## src/rtl/pull_pkg.sv

```systemverilog
package pull_pkg;
    localparam int PULL_MODE_OFS = 'h94;
    localparam int PULL_STRB_OFS = 'h98;

    typedef enum logic [1:0] {
        PULL_OFF  = 2'd0,
        PULL_DOWN = 2'd1,
        PULL_UP   = 2'd2,
        PULL_RSVD = 2'd3
    } pull_mode_e;

    typedef enum logic [2:0] {
        SQ_IDLE,
        SQ_MODE,
        SQ_WAIT_SET,
        SQ_SET,
        SQ_WAIT_CLR,
        SQ_CLR
    } seq_state_e;
endpackage

```

## src/rtl/pull_regfile.sv

```systemverilog
module pull_regfile
    import pull_pkg::*;
#(
    parameter int NUM_PINS = 54,
    parameter int SETTLE   = 150,
    parameter int ADDR_W   = 8,
    parameter int DATA_W   = 32
) (
    input  logic                clk,
    input  logic                rst_n,
    input  logic                wr_en,
    input  logic [ADDR_W-1:0]   wr_addr,
    input  logic [DATA_W-1:0]   wr_data,
    input  logic [ADDR_W-1:0]   rd_addr,
    output logic [DATA_W-1:0]   rd_data,
    output logic [1:0]          mode,
    output logic [NUM_PINS-1:0] strb_rise,
    output logic                settled
);
    localparam int CNT_W = $clog2(SETTLE + 1);

    typedef struct packed {
        logic [1:0]          mode;
        logic [NUM_PINS-1:0] strb;
        logic [CNT_W-1:0]    cnt;
    } rf_t;

    rf_t rf_d, rf_q;

    always_comb begin
        rf_d = rf_q;
        if (rf_q.cnt < CNT_W'(SETTLE)) begin
            rf_d.cnt = rf_q.cnt + 1'b1;
        end
        if (wr_en && wr_addr == ADDR_W'(PULL_MODE_OFS)) begin
            rf_d.mode = wr_data[1:0];
            rf_d.cnt  = '0;
        end
        for (int p = 0; p < NUM_PINS; p++) begin
            if (wr_en && wr_addr == ADDR_W'(PULL_STRB_OFS + 4 * (p / DATA_W))) begin
                rf_d.strb[p] = wr_data[p % DATA_W];
            end
        end
    end

    always_ff @(posedge clk) begin
        if (!rst_n) begin
            rf_q <= '0;
        end else begin
            rf_q <= rf_d;
        end
    end

    always_comb begin
        rd_data = '0;
        if (rd_addr == ADDR_W'(PULL_MODE_OFS)) begin
            rd_data[1:0] = rf_q.mode;
        end
        for (int p = 0; p < NUM_PINS; p++) begin
            if (rd_addr == ADDR_W'(PULL_STRB_OFS + 4 * (p / DATA_W))) begin
                rd_data[p % DATA_W] = rf_q.strb[p];
            end
        end
    end

    assign mode      = rf_q.mode;
    assign strb_rise = rf_d.strb & ~rf_q.strb;
    assign settled   = (rf_q.cnt >= CNT_W'(SETTLE - 1));

    // settle counter never runs past its saturation value
    a_r4_settle_sat: assert property (@(posedge clk) disable iff (!rst_n)
        rf_q.cnt <= CNT_W'(SETTLE));

    // a mode write keeps only its two low bits
    a_r2_mode_store: assert property (@(posedge clk) disable iff (!rst_n)
        (wr_en && wr_addr == ADDR_W'(PULL_MODE_OFS)) |=> mode == $past(wr_data[1:0]));

    // a mode write restarts the settle window
    a_r5_restart: assert property (@(posedge clk) disable iff (!rst_n)
        (wr_en && wr_addr == ADDR_W'(PULL_MODE_OFS)) |=> !settled);
endmodule

```

## src/rtl/pull_latch_array.sv

```systemverilog
module pull_latch_array
    import pull_pkg::*;
#(
    parameter int NUM_PINS = 54
) (
    input  logic                  clk,
    input  logic                  rst_n,
    input  logic [NUM_PINS-1:0]   strb_rise,
    input  logic                  settled,
    input  logic [1:0]            mode,
    output logic [2*NUM_PINS-1:0] pull,
    output logic                  err
);
    logic err_d, err_q;
    logic load_ok;

    assign load_ok = settled && (pull_mode_e'(mode) != PULL_RSVD);

    for (genvar p = 0; p < NUM_PINS; p++) begin : g_pin
        logic [1:0] lat_d, lat_q;

        always_comb begin
            lat_d = lat_q;
            if (strb_rise[p] && load_ok) begin
                lat_d = mode;
            end
        end

        always_ff @(posedge clk) begin
            if (!rst_n) begin
                lat_q <= 2'd0;
            end else begin
                lat_q <= lat_d;
            end
        end

        assign pull[2*p +: 2] = lat_q;

        // accepted strobe loads the mode into this pin
        a_r4_load: assert property (@(posedge clk) disable iff (!rst_n)
            (strb_rise[p] && settled && mode != 2'd3) |=> pull[2*p +: 2] == $past(mode));

        // reserved mode leaves the latch as it was
        a_r6_rsvd_hold: assert property (@(posedge clk) disable iff (!rst_n)
            (strb_rise[p] && mode == 2'd3) |=> $stable(pull[2*p +: 2]));
    end

    always_comb begin
        err_d = err_q;
        if (|strb_rise && !settled) begin
            err_d = 1'b1;
        end
    end

    always_ff @(posedge clk) begin
        if (!rst_n) begin
            err_q <= 1'b0;
        end else begin
            err_q <= err_d;
        end
    end

    assign err = err_q;

    // early strobe changes no latch and raises the error
    a_r5_early_reject: assert property (@(posedge clk) disable iff (!rst_n)
        (|strb_rise && !settled) |=> ($stable(pull) && err));

    // error is sticky
    a_r5_err_sticky: assert property (@(posedge clk) disable iff (!rst_n)
        err |=> err);
endmodule

```

## src/rtl/pull_seq.sv

```systemverilog
module pull_seq
    import pull_pkg::*;
#(
    parameter int NUM_PINS = 54,
    parameter int SETTLE   = 150,
    parameter int ADDR_W   = 8,
    parameter int DATA_W   = 32,
    parameter int PIN_W    = 6
) (
    input  logic              clk,
    input  logic              rst_n,
    input  logic              start,
    input  logic [PIN_W-1:0]  pin,
    input  logic [1:0]        mode,
    output logic              wr_en,
    output logic [ADDR_W-1:0] wr_addr,
    output logic [DATA_W-1:0] wr_data,
    output logic              busy,
    output logic              done
);
    localparam int WCNT_W = $clog2(SETTLE + 1);

    typedef struct packed {
        seq_state_e        st;
        logic [PIN_W-1:0]  pin;
        logic [1:0]        mode;
        logic [WCNT_W-1:0] wcnt;
        logic              done;
    } sq_t;

    sq_t sq_d, sq_q;
    logic [ADDR_W-1:0] strb_addr;

    assign strb_addr = ADDR_W'(PULL_STRB_OFS + 4 * (int'(sq_q.pin) / DATA_W));

    always_comb begin
        sq_d      = sq_q;
        sq_d.done = 1'b0;
        wr_en     = 1'b0;
        wr_addr   = '0;
        wr_data   = '0;
        unique case (sq_q.st)
            SQ_IDLE: begin
                if (start) begin
                    sq_d.st   = SQ_MODE;
                    sq_d.pin  = pin;
                    sq_d.mode = mode;
                end
            end
            SQ_MODE: begin
                wr_en        = 1'b1;
                wr_addr      = ADDR_W'(PULL_MODE_OFS);
                wr_data[1:0] = sq_q.mode;
                sq_d.st      = SQ_WAIT_SET;
                sq_d.wcnt    = '0;
            end
            SQ_WAIT_SET: begin
                sq_d.wcnt = sq_q.wcnt + 1'b1;
                if (sq_q.wcnt == WCNT_W'(SETTLE - 1)) begin
                    sq_d.st = SQ_SET;
                end
            end
            SQ_SET: begin
                wr_en     = 1'b1;
                wr_addr   = strb_addr;
                wr_data   = DATA_W'(1) << (int'(sq_q.pin) % DATA_W);
                sq_d.st   = SQ_WAIT_CLR;
                sq_d.wcnt = '0;
            end
            SQ_WAIT_CLR: begin
                sq_d.wcnt = sq_q.wcnt + 1'b1;
                if (sq_q.wcnt == WCNT_W'(SETTLE - 1)) begin
                    sq_d.st = SQ_CLR;
                end
            end
            SQ_CLR: begin
                wr_en     = 1'b1;
                wr_addr   = strb_addr;
                sq_d.st   = SQ_IDLE;
                sq_d.done = 1'b1;
            end
            default: sq_d.st = SQ_IDLE;
        endcase
    end

    always_ff @(posedge clk) begin
        if (!rst_n) begin
            sq_q <= '{st: SQ_IDLE, pin: '0, mode: '0, wcnt: '0, done: 1'b0};
        end else begin
            sq_q <= sq_d;
        end
    end

    assign busy = (sq_q.st != SQ_IDLE);
    assign done = sq_q.done;

    // done lasts one cycle
    a_r9_done_pulse: assert property (@(posedge clk) disable iff (!rst_n)
        done |=> !done);

    // start while idle makes the sequencer busy
    a_r9_start_busy: assert property (@(posedge clk) disable iff (!rst_n)
        (start && !busy) |=> busy);

    // end of busy coincides with done
    a_r9_fall_done: assert property (@(posedge clk) disable iff (!rst_n)
        $fell(busy) |-> done);

    // a start during a run does not replace the captured request
    a_r10_start_masked: assert property (@(posedge clk) disable iff (!rst_n)
        (busy && start) |=> ($stable(sq_q.pin) && $stable(sq_q.mode)));
endmodule

```

## src/rtl/pad_pull_ctrl.sv

```systemverilog
module pad_pull_ctrl
    import pull_pkg::*;
#(
    parameter int NUM_PINS      = 54,
    parameter int SETTLE_CYCLES = 150,
    parameter int ADDR_W        = 8,
    parameter int DATA_W        = 32,
    parameter int PIN_W         = 6
) (
    input  logic                  clk,
    input  logic                  rst_n,
    input  logic                  reg_wr,
    input  logic [ADDR_W-1:0]     reg_addr,
    input  logic [DATA_W-1:0]     reg_wdata,
    output logic [DATA_W-1:0]     reg_rdata,
    input  logic                  seq_start,
    input  logic [PIN_W-1:0]      seq_pin,
    input  logic [1:0]            seq_mode,
    output logic                  seq_busy,
    output logic                  seq_done,
    output logic [2*NUM_PINS-1:0] pull_state,
    output logic                  strobe_err
);
    logic              sq_wr_en;
    logic [ADDR_W-1:0] sq_wr_addr;
    logic [DATA_W-1:0] sq_wr_data;
    logic              wr_en;
    logic [ADDR_W-1:0] wr_addr;
    logic [DATA_W-1:0] wr_data;
    logic [1:0]            mode;
    logic [NUM_PINS-1:0]   strb_rise;
    logic                  settled;

    pull_seq #(
        .NUM_PINS(NUM_PINS), .SETTLE(SETTLE_CYCLES),
        .ADDR_W(ADDR_W), .DATA_W(DATA_W), .PIN_W(PIN_W)
    ) u_seq (
        .clk(clk), .rst_n(rst_n),
        .start(seq_start), .pin(seq_pin), .mode(seq_mode),
        .wr_en(sq_wr_en), .wr_addr(sq_wr_addr), .wr_data(sq_wr_data),
        .busy(seq_busy), .done(seq_done)
    );

    assign wr_en   = seq_busy ? sq_wr_en   : reg_wr;
    assign wr_addr = seq_busy ? sq_wr_addr : reg_addr;
    assign wr_data = seq_busy ? sq_wr_data : reg_wdata;

    pull_regfile #(
        .NUM_PINS(NUM_PINS), .SETTLE(SETTLE_CYCLES),
        .ADDR_W(ADDR_W), .DATA_W(DATA_W)
    ) u_rf (
        .clk(clk), .rst_n(rst_n),
        .wr_en(wr_en), .wr_addr(wr_addr), .wr_data(wr_data),
        .rd_addr(reg_addr), .rd_data(reg_rdata),
        .mode(mode), .strb_rise(strb_rise), .settled(settled)
    );

    pull_latch_array #(
        .NUM_PINS(NUM_PINS)
    ) u_lat (
        .clk(clk), .rst_n(rst_n),
        .strb_rise(strb_rise), .settled(settled), .mode(mode),
        .pull(pull_state), .err(strobe_err)
    );
endmodule

```

## config.mk

```make
export PLATFORM = sky130hd
export DESIGN_NAME = pad_pull_ctrl
export DESIGN_NICKNAME = d
export VERILOG_FILES = /design/src/rtl/pull_pkg.sv /design/src/rtl/pull_regfile.sv /design/src/rtl/pull_latch_array.sv /design/src/rtl/pull_seq.sv /design/src/rtl/pad_pull_ctrl.sv
export SDC_FILE = /design/constraint.sdc
export NUM_CORES = 1
export LEC_CHECK = 0
export CORE_MARGIN = 5
export CORE_UTILIZATION = 55
export DETAILED_ROUTE_END_ITERATION = 10
export PLACE_DENSITY = 0.83
export SYNTH_ARGS = -nofsm -noshare
export SYNTH_HDL_FRONTEND = slang
export SYNTH_HIERARCHICAL = 1
export SYNTH_SLANG_ARGS = --single-unit
```

## constraint.sdc

```tcl
create_clock -name clk -period 6.9 [get_ports clk]
set_clock_uncertainty 0.1 [all_clocks]
set_input_delay 1.035 -clock clk [delete_from_list [all_inputs] [get_ports clk]]
set_output_delay 1.035 -clock clk [all_outputs]
set_load 0.03 [all_outputs]
```

# Word level (Yosys, flattened, before mapping)
# Index checks and enable logic that the tools add are counted.
dict set report totals {
  reg_bits 193
  out_inout_bits 143
  wordCells 281
}
dict set report classes {
  addsub 3
  order_cmp 2
  n_eq_ne 16
  shifts 1
  n_mux 122
  bitwise_logic 3
  reduce_logical 71
}
# cell n
set ops {}
lappend ops {{1-bit 2-to-1 mux} 111}
lappend ops {{1-bit logical AND} 59}
lappend ops {{8-bit equality test (second input constant)} 7}
lappend ops {{54-bit AND} 1}
lappend ops {{54-bit inverter} 1}
lappend ops {{54-bit OR reduction} 1}
lappend ops {{32-bit 2-to-1 mux} 1}
lappend ops {{8-bit case mux with 2 select lines} 2}
lappend ops {{1-bit by 5-bit << shifter with 32-bit output (first input constant)} 1}
lappend ops {{30-bit 2-to-1 mux} 1}
lappend ops {{8-bit by 1-bit adder with 8-bit output (second input constant)} 2}
lappend ops {{3-bit case mux with 5 select lines} 1}
lappend ops {{11-bit 2-to-1 mux} 1}
lappend ops {{8-bit by 3-bit adder with 8-bit output (first input constant)} 1}
lappend ops {{8-bit greater-or-equal comparator (second input constant)} 1}
lappend ops {{8-bit < comparator (second input constant)} 1}
lappend ops {{8-bit 2-to-1 mux} 1}
lappend ops {{2-bit OR reduction} 4}
lappend ops {{3-bit by 2-bit equality test with 1-bit output (second input constant)} 2}
lappend ops {{3-bit equality test (second input constant)} 2}
lappend ops {{3-bit 2-to-1 mux} 2}
lappend ops {{2-bit by 1-bit inequality test with 1-bit output (second input constant)} 2}
lappend ops {{2-bit inequality test (second input constant)} 2}
lappend ops {{2-bit case mux with 2 select lines} 1}
lappend ops {{other kinds (10)} 10}

# Depth between registers and ports, before layout
# Gate-level depths: netlist (run 1).
dict set report logic_depth {
  word_depth 10
  depth_mapped 13
  depth_no_buf 10
}

# By module
# The synthesis (run 1) kept the hierarchy.
# module instances cells_each area_each_um2 seq_area_each_um2
set by_module_without_submodules {}
lappend by_module_without_submodules {pull_latch_array 1 558 4395.5 2182.1}
lappend by_module_without_submodules {pull_regfile 1 413 3365.7 1281.2}
lappend by_module_without_submodules {pull_seq 1 180 1391.3 400.4}
lappend by_module_without_submodules {pad_pull_ctrl 1 46 703.2 0.0}

# Worst setup path after synthesis (run 1)
# OpenSTA, ideal clock, no wires.
dict set report synth_path {
  path_kind {register to register}
  from {register u_seq/sq_q[18] (netlist name)}
  to {register u_lat.err_q, in the netlist u_lat/err}
  setup_time_ps 125
  arrival_ps 3147
  slack_ps 3528
  path_stages_with_launch 14
  synth_period_minus_slack_ps 3372
  cell_sequence {dfxtp_1 -> buf_4 -> nor3_1 -> inv_1 -> buf_6 -> buf_12 -> mux2_4 -> and3b_1 -> nand4b_1 -> clkbuf_1 -> nor3b_1 -> nor4_1 -> nand4_1 -> o41a_1}
}
dict set report synth_between {
  elab_cells_between_ends 74
  cone_classes {eq/ne (5); mux (61); bitwise (1); reduce/logical (7)}
}
# element line_no
set synth_lines {}
lappend synth_lines {{start: declaration} pull_seq.sv:31} ;# sq_t sq_d, sq_q;
lappend synth_lines {{start signal: assignment} pull_seq.sv:88} ;# sq_q <= '{st: SQ_IDLE, pin: '0, mode: '0, wcnt: '0, done: 1'b0};
lappend synth_lines {{start signal: assignment} pull_seq.sv:90} ;# sq_q <= sq_d;
lappend synth_lines {{3-bit nonzero test} pull_seq.sv:94} ;# assign busy = (sq_q.st != SQ_IDLE);
lappend synth_lines {{named net seq_busy} pad_pull_ctrl.sv:19} ;# output logic seq_busy,
lappend synth_lines {{1-bit 2-to-1 mux} pad_pull_ctrl.sv:44} ;# assign wr_en = seq_busy ? sq_wr_en : reg_wr;
lappend synth_lines {{named net wr_en} pad_pull_ctrl.sv:27} ;# logic wr_en;
lappend synth_lines {{1-bit logical AND} pull_regfile.sv:40} ;# if (wr_en && wr_addr == ADDR_W'(PULL_STRB_OFS + 4 * (p / DATA_W))) begin
lappend synth_lines {{1-bit 2-to-1 mux} pull_regfile.sv:40}
lappend synth_lines {{54-bit AND} pull_regfile.sv:67} ;# assign strb_rise = rf_d.strb & ~rf_q.strb;
lappend synth_lines {{named net strb_rise[1]} pad_pull_ctrl.sv:31} ;# logic [NUM_PINS-1:0] strb_rise;
lappend synth_lines {{54-bit OR reduction} pull_latch_array.sv:50} ;# if (|strb_rise && !settled) begin
lappend synth_lines {{1-bit logical AND} pull_latch_array.sv:50}
lappend synth_lines {{end signal: assignment} pull_latch_array.sv:59} ;# err_q <= err_d;
lappend synth_lines {{end: declaration} pull_latch_array.sv:14} ;# logic err_d, err_q;
# The timed path passes the listed nets, and every way through them passes these cells.
# A chain may end at the register's enable or synchronous reset.

# Worst setup path after layout (run 1)
dict set report layout_path {
  from {register u_seq/sq_q[19] (netlist name)}
  to {register u_lat.g_pin[24].lat_q[1]}
}
dict set report layout_between {
  elab_chain_cells 9
  elab_cells_between_ends 17
  cone_classes {eq/ne (4); mux (7); bitwise (1); reduce/logical (5)}
}
# element line_no
set layout_lines {}
lappend layout_lines {{3-bit equality test / 3-bit by 2-bit equality test with 1-bit output (equally long branches)} pull_seq.sv:42} ;# unique case (sq_q.st)
lappend layout_lines {{2-bit OR reduction (no line)} -}
lappend layout_lines {{8-bit case mux with 2 select lines} pull_seq.sv:42}
lappend layout_lines {{8-bit 2-to-1 mux *} pad_pull_ctrl.sv:45} ;# assign wr_addr = seq_busy ? sq_wr_addr : reg_addr;
lappend layout_lines {{named net wr_addr[5]} pad_pull_ctrl.sv:28} ;# logic [ADDR_W-1:0] wr_addr;
lappend layout_lines {{8-bit equality test *} pull_regfile.sv:40}
lappend layout_lines {{1-bit logical AND *} pull_regfile.sv:40}
lappend layout_lines {{1-bit 2-to-1 mux *} pull_regfile.sv:40}
lappend layout_lines {{54-bit AND *} pull_regfile.sv:67}
lappend layout_lines {{named net strb_rise[24]} pad_pull_ctrl.sv:31}
lappend layout_lines {{1-bit logical AND *} pull_latch_array.sv:24} ;# if (strb_rise[p] && load_ok) begin
lappend layout_lines {{end signal: assignment} pull_latch_array.sv:33} ;# lat_q <= lat_d;
lappend layout_lines {{end: declaration} pull_latch_array.sv:20} ;# logic [1:0] lat_d, lat_q;
# The timed path passes the listed nets; every way through them passes the cells marked *.

==> results of run 1 <==
metrics by stage:
step | instances | utilization, %
finish | 1568 | 68.6
global route | 1568 | 68.6
CTS | 1568 | 68.6
detailed placement | 1536 | 65.3
global placement | 1536 | 65.3
floorplan | 1200 | -
synthesized netlist by cell type (3+ instances only):
library cell | instances | share of area, %
a21boi_0 | 44 | 3.4
a21boi_1 | 24 | 1.8
a21oi_1 | 118 | 6.0
a22o_1 | 20 | 1.8
and2_1 | 11 | 0.70
and3_1 | 3 | 0.19
and4b_1 | 4 | 0.41
buf_12 | 4 | 0.81
buf_2 | 21 | 1.1
buf_4 | 14 | 1.1
buf_6 | 9 | 1.0
clkbuf_1 | 49 | 1.9
clkbuf_2 | 3 | 0.15
dfxtp_1 | 193 | 39
ha_1 | 5 | 0.63
inv_1 | 62 | 2.4
mux2_2 | 3 | 0.34
mux2_4 | 40 | 6.1
mux2i_1 | 3 | 0.30
nand2_1 | 142 | 5.4
nand2b_1 | 6 | 0.38
nand3_1 | 116 | 5.9
nand3b_1 | 6 | 0.46
nand4_1 | 5 | 0.32
nor2_1 | 39 | 1.5
nor2b_1 | 8 | 0.51
nor3_1 | 6 | 0.30
nor3b_1 | 57 | 4.3
nor4_1 | 13 | 0.83
o211ai_1 | 3 | 0.23
o21ai_0 | 113 | 5.7
or3_1 | 6 | 0.38
or4_1 | 3 | 0.23
xnor2_1 | 3 | 0.27
worst register-to-register path: stages (launching register included):
cell	delay [ns]
dfxtp_1	0.78
nor3_1	0.23
inv_2	0.57
buf_4	0.46
mux2_4	0.35
and3b_1	0.21
nand4b_1	0.60
buf_4	0.47
nor3b_1	0.70
inv_1	0.12
o21ai_0	0.21
a21oi_1	0.09
logic make-up after synthesis:
group                      after synthesis
DFF                                    193
and+or+nand+nor                        440
AOI/OAI and AO/OA                      344
other                                    1
buffers and inverters                  163
xor gates and xnor gates                 5
adders and majority gates                5
muxes                                   46
routing by layer:
| metal | up-vias | wire, microns | global-route usage, % |
|---|---|---|---|
| li1 | 4441 | - | - |
| met1 | 4379 | 11900 | 35.2 |
| met2 | 441 | 14100 | 45.6 |
| met3 | 65 | 2560 | 5.82 |
| met4 | 0 | 958 | 11.0 |
| met5 | - | 0 | 0 |
final timing paths:
path	cells past startpoint	from	slack, ns	endpoint
setup / recovery	11	u_seq/sq_q[19]$_SDFFE_PN0P_	1.85	u_lat/g_pin[24].lat_q[1]$_SDFFE_PN0P_
hold / removal	2	u_lat/g_pin[43].lat_q[0]$_SDFFE_PN0P_	0.38	u_lat/g_pin[43].lat_q[0]$_SDFFE_PN0P_
setup reg to reg	11	u_seq/sq_q[19]$_SDFFE_PN0P_	1.85	u_lat/g_pin[24].lat_q[1]$_SDFFE_PN0P_
hold reg to reg	2	u_lat/g_pin[43].lat_q[0]$_SDFFE_PN0P_	0.38	u_lat/g_pin[43].lat_q[0]$_SDFFE_PN0P_
sequential cells by signal (all words and copies together), names as in the netlist:
signal and flops:
u_lat/g_pin.lat_q 108, u_rf/rf_q 62, u_seq/sq_q 19, u_rf/mode 2, u_lat/err 1, u_seq/done 1
area by class of cell:
class / count / area (sq um) / area share (%)
multi-input combinational: 844 / 5190 / 42.5
sequential: 193 / 3870 / 31.7
timing repair buffer: 207 / 2030 / 16.7
clock buffer: 18 / 439 / 3.60
tap: 229 / 287 / 2.35
inverter: 63 / 236 / 1.94
clock inverter: 14 / 155 / 1.27
power by group:
part	total [W]	switching (W)	leakage, nW	internal [W]
logic	0.000740	0.000355	2.05	0.000385
registers	0.00120	0.0000629	1.56	0.00114
clock network	0.000984	0.000488	0.286	0.000496
==> results.toml, run 1 <==
[global_routing]
antenna_found_initial = 0
first_global_vias = 8742
grt_pass1_wl_microns = 45300
grt_max_degree = 109
overflow = 0
track_usage_pct = 27.6

[floorplanning]
std_cell_rows = 49
initial_core_util_pct = 55.4
die_w_microns = 144
die_y_microns = 144
io_pins = 195
core_sq_um = 17800
die-area_sq_um = 20700

[setup_path]
cp_max_fo = 25
crit_path_cell_trace = "nor3_1, inv_2, buf_4, mux2_4, and3b_1, nand4b_1, buf_4, nor3b_1, inv_1, o21ai_0, a21oi_1"
cp_slowest_stage_delay_ns = 0.78
critPathLaunchType = "register"
crit_type = "register to register"
cpLargestDelayFamily = "simple AND/OR/NAND/NOR gates"
crit_path_end_kind = "register"
crit_buf_inv = 4
cp_slowest_cell = "dfxtp_1"
arrival_ns = 5.24
cp.required_ns = 7.09
path_common_cell = "buf_4"

[worst_hold_path]
hold_path_class = "register to register"

[logic_synthesis]
syn_area_sq_um = 9860
synth-xor-area-share_pct = 0.635
synth.avg_cell_area_sq_um = 8.23
synth_top_family_by_area = "simple AND/OR/NAND/NOR gates"
synthCells = 1197
yosys_warnings = 6
synth_fa_ha_area_share_pct = 0.635
synthFlopType = "dfxtp_1"
synth-simple-area-share_pct = 23.5
synth-edff-count = 0
synth_seq_area_share_pct = 39.2
ys_types = 64
synth_compound_area_share_pct = 20.8
ys_seq_elements = 193
muxShareOfSynthArea_pct = 6.74
synthArstFlopShare_pct = 0

[timing]
whs_ns = 0.376
rsz0062_at_grt = "false"
relSlewSlack_pct = 24.0
fin_setup_tns_ns = 0
fin_crit_ns = 5.05
setup_viol = 0
tightestPinTransition_ns = 1.14
drv_slew = 0
fin_crit_sh_pct = 73.2
clock.fmax_mhz = 198
setup_ws_ns = 1.85
hold_viol_final = 0

[place]
dpl_cell_area_sq_um = 11600
portBuffers = 194
pre_cts_ws_ns = 1.84
gp_congestion = 0.948
hpwl_microns = 20300

[route]
wl_per_cell_microns = 18.8
dr.pass1.iters = 6
routed_wl_microns = 29500
drc_errors = 0
drt_iter0_drc = 1044
via_count = 9326
viasPerCell = 5.95
ant_nets = 0

[power_and_ir_drop]
p_per_area_nw_per_um2 = 239
power.total_w = 0.00292
power.leakage_nw = 3.90
ir_drop_mv = 0.217

[clock_network]
cts_htree_levels = 4
cts.repair.resized = 0
cts_buffers = 17
cts_tree = "built"
cts_buffer_depth = 2
cts-root-buf = "clkbuf_16"
clock_latency_ns = 0.44
holdBufCountCts = 0
post-cts-setup-buffers = 0
cts_sinks = 193
cts.clk_slew.worst_paths_ns = 0.08

[layout]
layout_commonest_cell = "clkdlybuf4s50_1"
final_cell_mix = "clkdlybuf4s50_1, dfxtp_1, nand2_1, a21oi_1, nand3_1"
layout-drive-gt1-share_pct = 7.62
fillers = 1454
n_antenna_cell = 0
nets = 1383
fin_area_sq_um = 12200
area_growth_pct = 23.8

[run]
max_cap_violations = 0

[status]
status = "completed"
(Power assumes the default switching activity.)
==> run 2, diff against run 1 <==
CORE_UTILIZATION = 47   (was 55)
PLACE_DENSITY = 0.76   (was 0.83)
clock period = 4.55 ns   (was 6.9 ns; I/O delays follow)
==> run 2 against run 1 <==
Design area rose by 3.8%; sequential share of layout area fell by 1.2 points; first-iteration DRC count is 18% lower; critical path type is now input pin to output pin.
==> results.toml, run 2 (synthesized netlist as in run 1, its figures left out) <==
[status]
status = "completed"

[layout]
top_register = "u_lat/g_pin.lat_q"
nets = 1403
area_growth_pct = 28.6
fillers = 1835
layout_commonest_cell = "dfxtp_1"
reg_top3 = "u_lat/g_pin.lat_q (108), u_rf/rf_q (62), u_seq/sq_q (19)"
layout-drive-gt1-share_pct = 10.4
largest_reg_flops = 108
final_cell_mix = "dfxtp_1, clkdlybuf4s50_1, nand2_1, a21oi_1, nand3_1"

[place]
hpwl_microns = 20900
pre_cts_ws_ns = 0.594
portBuffers = 194
gp_congestion = 0.894

[clock_network]
cts.clk_slew.worst_paths_ns = 0.07
cts_sinks = 193
holdBufCountCts = 0
cts_buffers = 17
cts.repair.resized = 0
cts_tree = "built"
clock_latency_ns = 0.44
cts_htree_levels = 4
cts_buffer_depth = 2
cts-root-buf = "clkbuf_16"
post-cts-setup-buffers = 0

[worst_hold_path]
hold_path_class = "register to register"

[timing]
drv_slew = 0
clock.fmax_mhz = 256
rsz0062_at_grt = "false"
setup_viol = 0
fin_crit_ns = 3.91
setup_ws_ns = 0.643
fin_crit_sh_pct = 85.9
hold_viol_final = 0
fin_setup_tns_ns = 0
relSlewSlack_pct = 24.3
whs_ns = 0.370
tightestPinTransition_ns = 1.14

[route]
drt_iter0_drc = 861
wl_per_cell_microns = 18.2
drc_errors = 0
route.met3.wl_microns = 2010
via_count = 9267
wl_met2_microns = 14500
wl_met1_microns = 12500
ant_nets = 0
viasPerCell = 5.67
highest_layer = "met4"
routed_wl_microns = 29700
dr.pass1.iters = 7

[setup_path]
r2r_cells = 11
cpLargestDelayFamily = "simple AND/OR/NAND/NOR gates"
cp_slowest_cell = "clkdlybuf4s50_1"
cp.required_ns = 3.77
crit_type = "input pin to output pin"
startpoint = "reg_addr[6]"
crit_buf_inv = 2
crit_path_end_kind = "output pin"
cp_max_fo = 12
crit_path_cell_trace = "clkdlybuf4s50_1, nor4b_1, nand3b_1, nor2b_2, and2_1, clkdlybuf4s50_1"
cp.depth = 6
rr_endpoint = "u_lat/err$_SDFFE_PN0P_"
r2r_setup_slack_ns = 0.94
endpoint = "reg_rdata[23]"
timing.rr.start = "u_seq/sq_q[19]$_SDFFE_PN0P_"
critPathLaunchType = "input pin"
arrival_ns = 3.12
cp_slowest_stage_delay_ns = 0.70
path_common_cell = "clkdlybuf4s50_1"

[power_and_ir_drop]
ir_drop_mv = 0.277
p_per_area_nw_per_um2 = 358
power.leakage_nw = 4.13

[floorplanning]
die-area_sq_um = 24000
die_w_microns = 155
core_sq_um = 20800
initial_core_util_pct = 47.3
io_pins = 195
std_cell_rows = 53
die_y_microns = 155

[global_routing]
track_usage_pct = 23.7
overflow = 0
first_global_vias = 8631
grt_pass1_wl_microns = 45700
antenna_found_initial = 1
grt_max_degree = 83

[run]
max_cap_violations = 0
==> run 2: changes by cell type in the layout (fill, tap and decap cells not counted), sizes merged <==
| cell | previous run | this run |
|---|---|---|
| diode | 0 | 1 |
| clkdlybuf4s50 | 193 | 173 |
| clkinv | 4 | 2 |
| clkinvlp | 2 | 0 |
| bufinv | 0 | 2 |
| inv | 71 | 73 |
| buf | 14 | 54 |
==> run 2: how the worst min path moves through the flow <==
stage               slack [ns]                            startpoint  cells past startpoint                                    to
floorplan                 0.34              u_rf/rf_q[39]$_SDFF_PN0_                      2              u_rf/rf_q[39]$_SDFF_PN0_
global placement          0.35              u_rf/rf_q[24]$_SDFF_PN0_                      2              u_rf/rf_q[24]$_SDFF_PN0_
detailed placement        0.36              u_rf/rf_q[14]$_SDFF_PN0_                      2              u_rf/rf_q[14]$_SDFF_PN0_
CTS                       0.37              u_rf/rf_q[14]$_SDFF_PN0_                      2              u_rf/rf_q[14]$_SDFF_PN0_
global route              0.39  u_lat/g_pin[0].lat_q[1]$_SDFFE_PN0P_                      2  u_lat/g_pin[0].lat_q[1]$_SDFFE_PN0P_
finish                    0.37              u_rf/rf_q[14]$_SDFF_PN0_                      2              u_rf/rf_q[14]$_SDFF_PN0_
==> run 2: routing by layer <==
layer  track usage [%]  vias to the layer above
met1              30.5                     4369
met4              7.82                        0
li1                  -                     4489
met2              39.6                      355
met3              4.90                       54
met5                 0                        -
==> run 2: final cells by class <==
class                   instances  area [sq um]  share of cell area (%)
flip-flops and latches        193          3870                    30.5
clock buffers                  18           439                    3.47
well taps                     275           344                    2.72
clock inverters                14           188                    1.48
inverters                      63           236                    1.87
repair buffers                227          2410                    19.0
multi-input cells             844          5190                    40.9
diodes                          1          2.50                  0.0197
==> run 2: where the power goes <==
| part | switching (W) | internal, W |
|---|---|---|
| clock network | 0.000736 | 0.000861 |
| registers | 0.0000413 | 0.00172 |
| logic | 0.000582 | 0.000600 |
| total | 0.00136 | 0.00318 |
==> run 2: worst register-to-register path, cell delays in order, from the launching register on <==
cell      delay (ns)
dfxtp_1         0.32
nor3_1          0.41
inv_2           0.24
buf_4           0.31
mux2_4          0.36
nand4b_1        0.09
buf_4           0.36
nor3b_1         0.11
buf_4           0.18
nor4_1          0.38
nand4_1         0.20
o41a_1          0.45
==> run 2: stage by stage <==
stage          power, W  instance area, sq um  utilization (%)  instances
2_1_floorplan   0.00288                  9870                -       1200
3_3_place_gp    0.00296                 12000             57.8       1602
3_5_place_dp    0.00297                 12000             57.8       1602
4_1_cts         0.00455                 12700             60.8       1634
5_1_grt         0.00473                 12700             60.9       1635
6_report        0.00454                 12700             60.9       1635
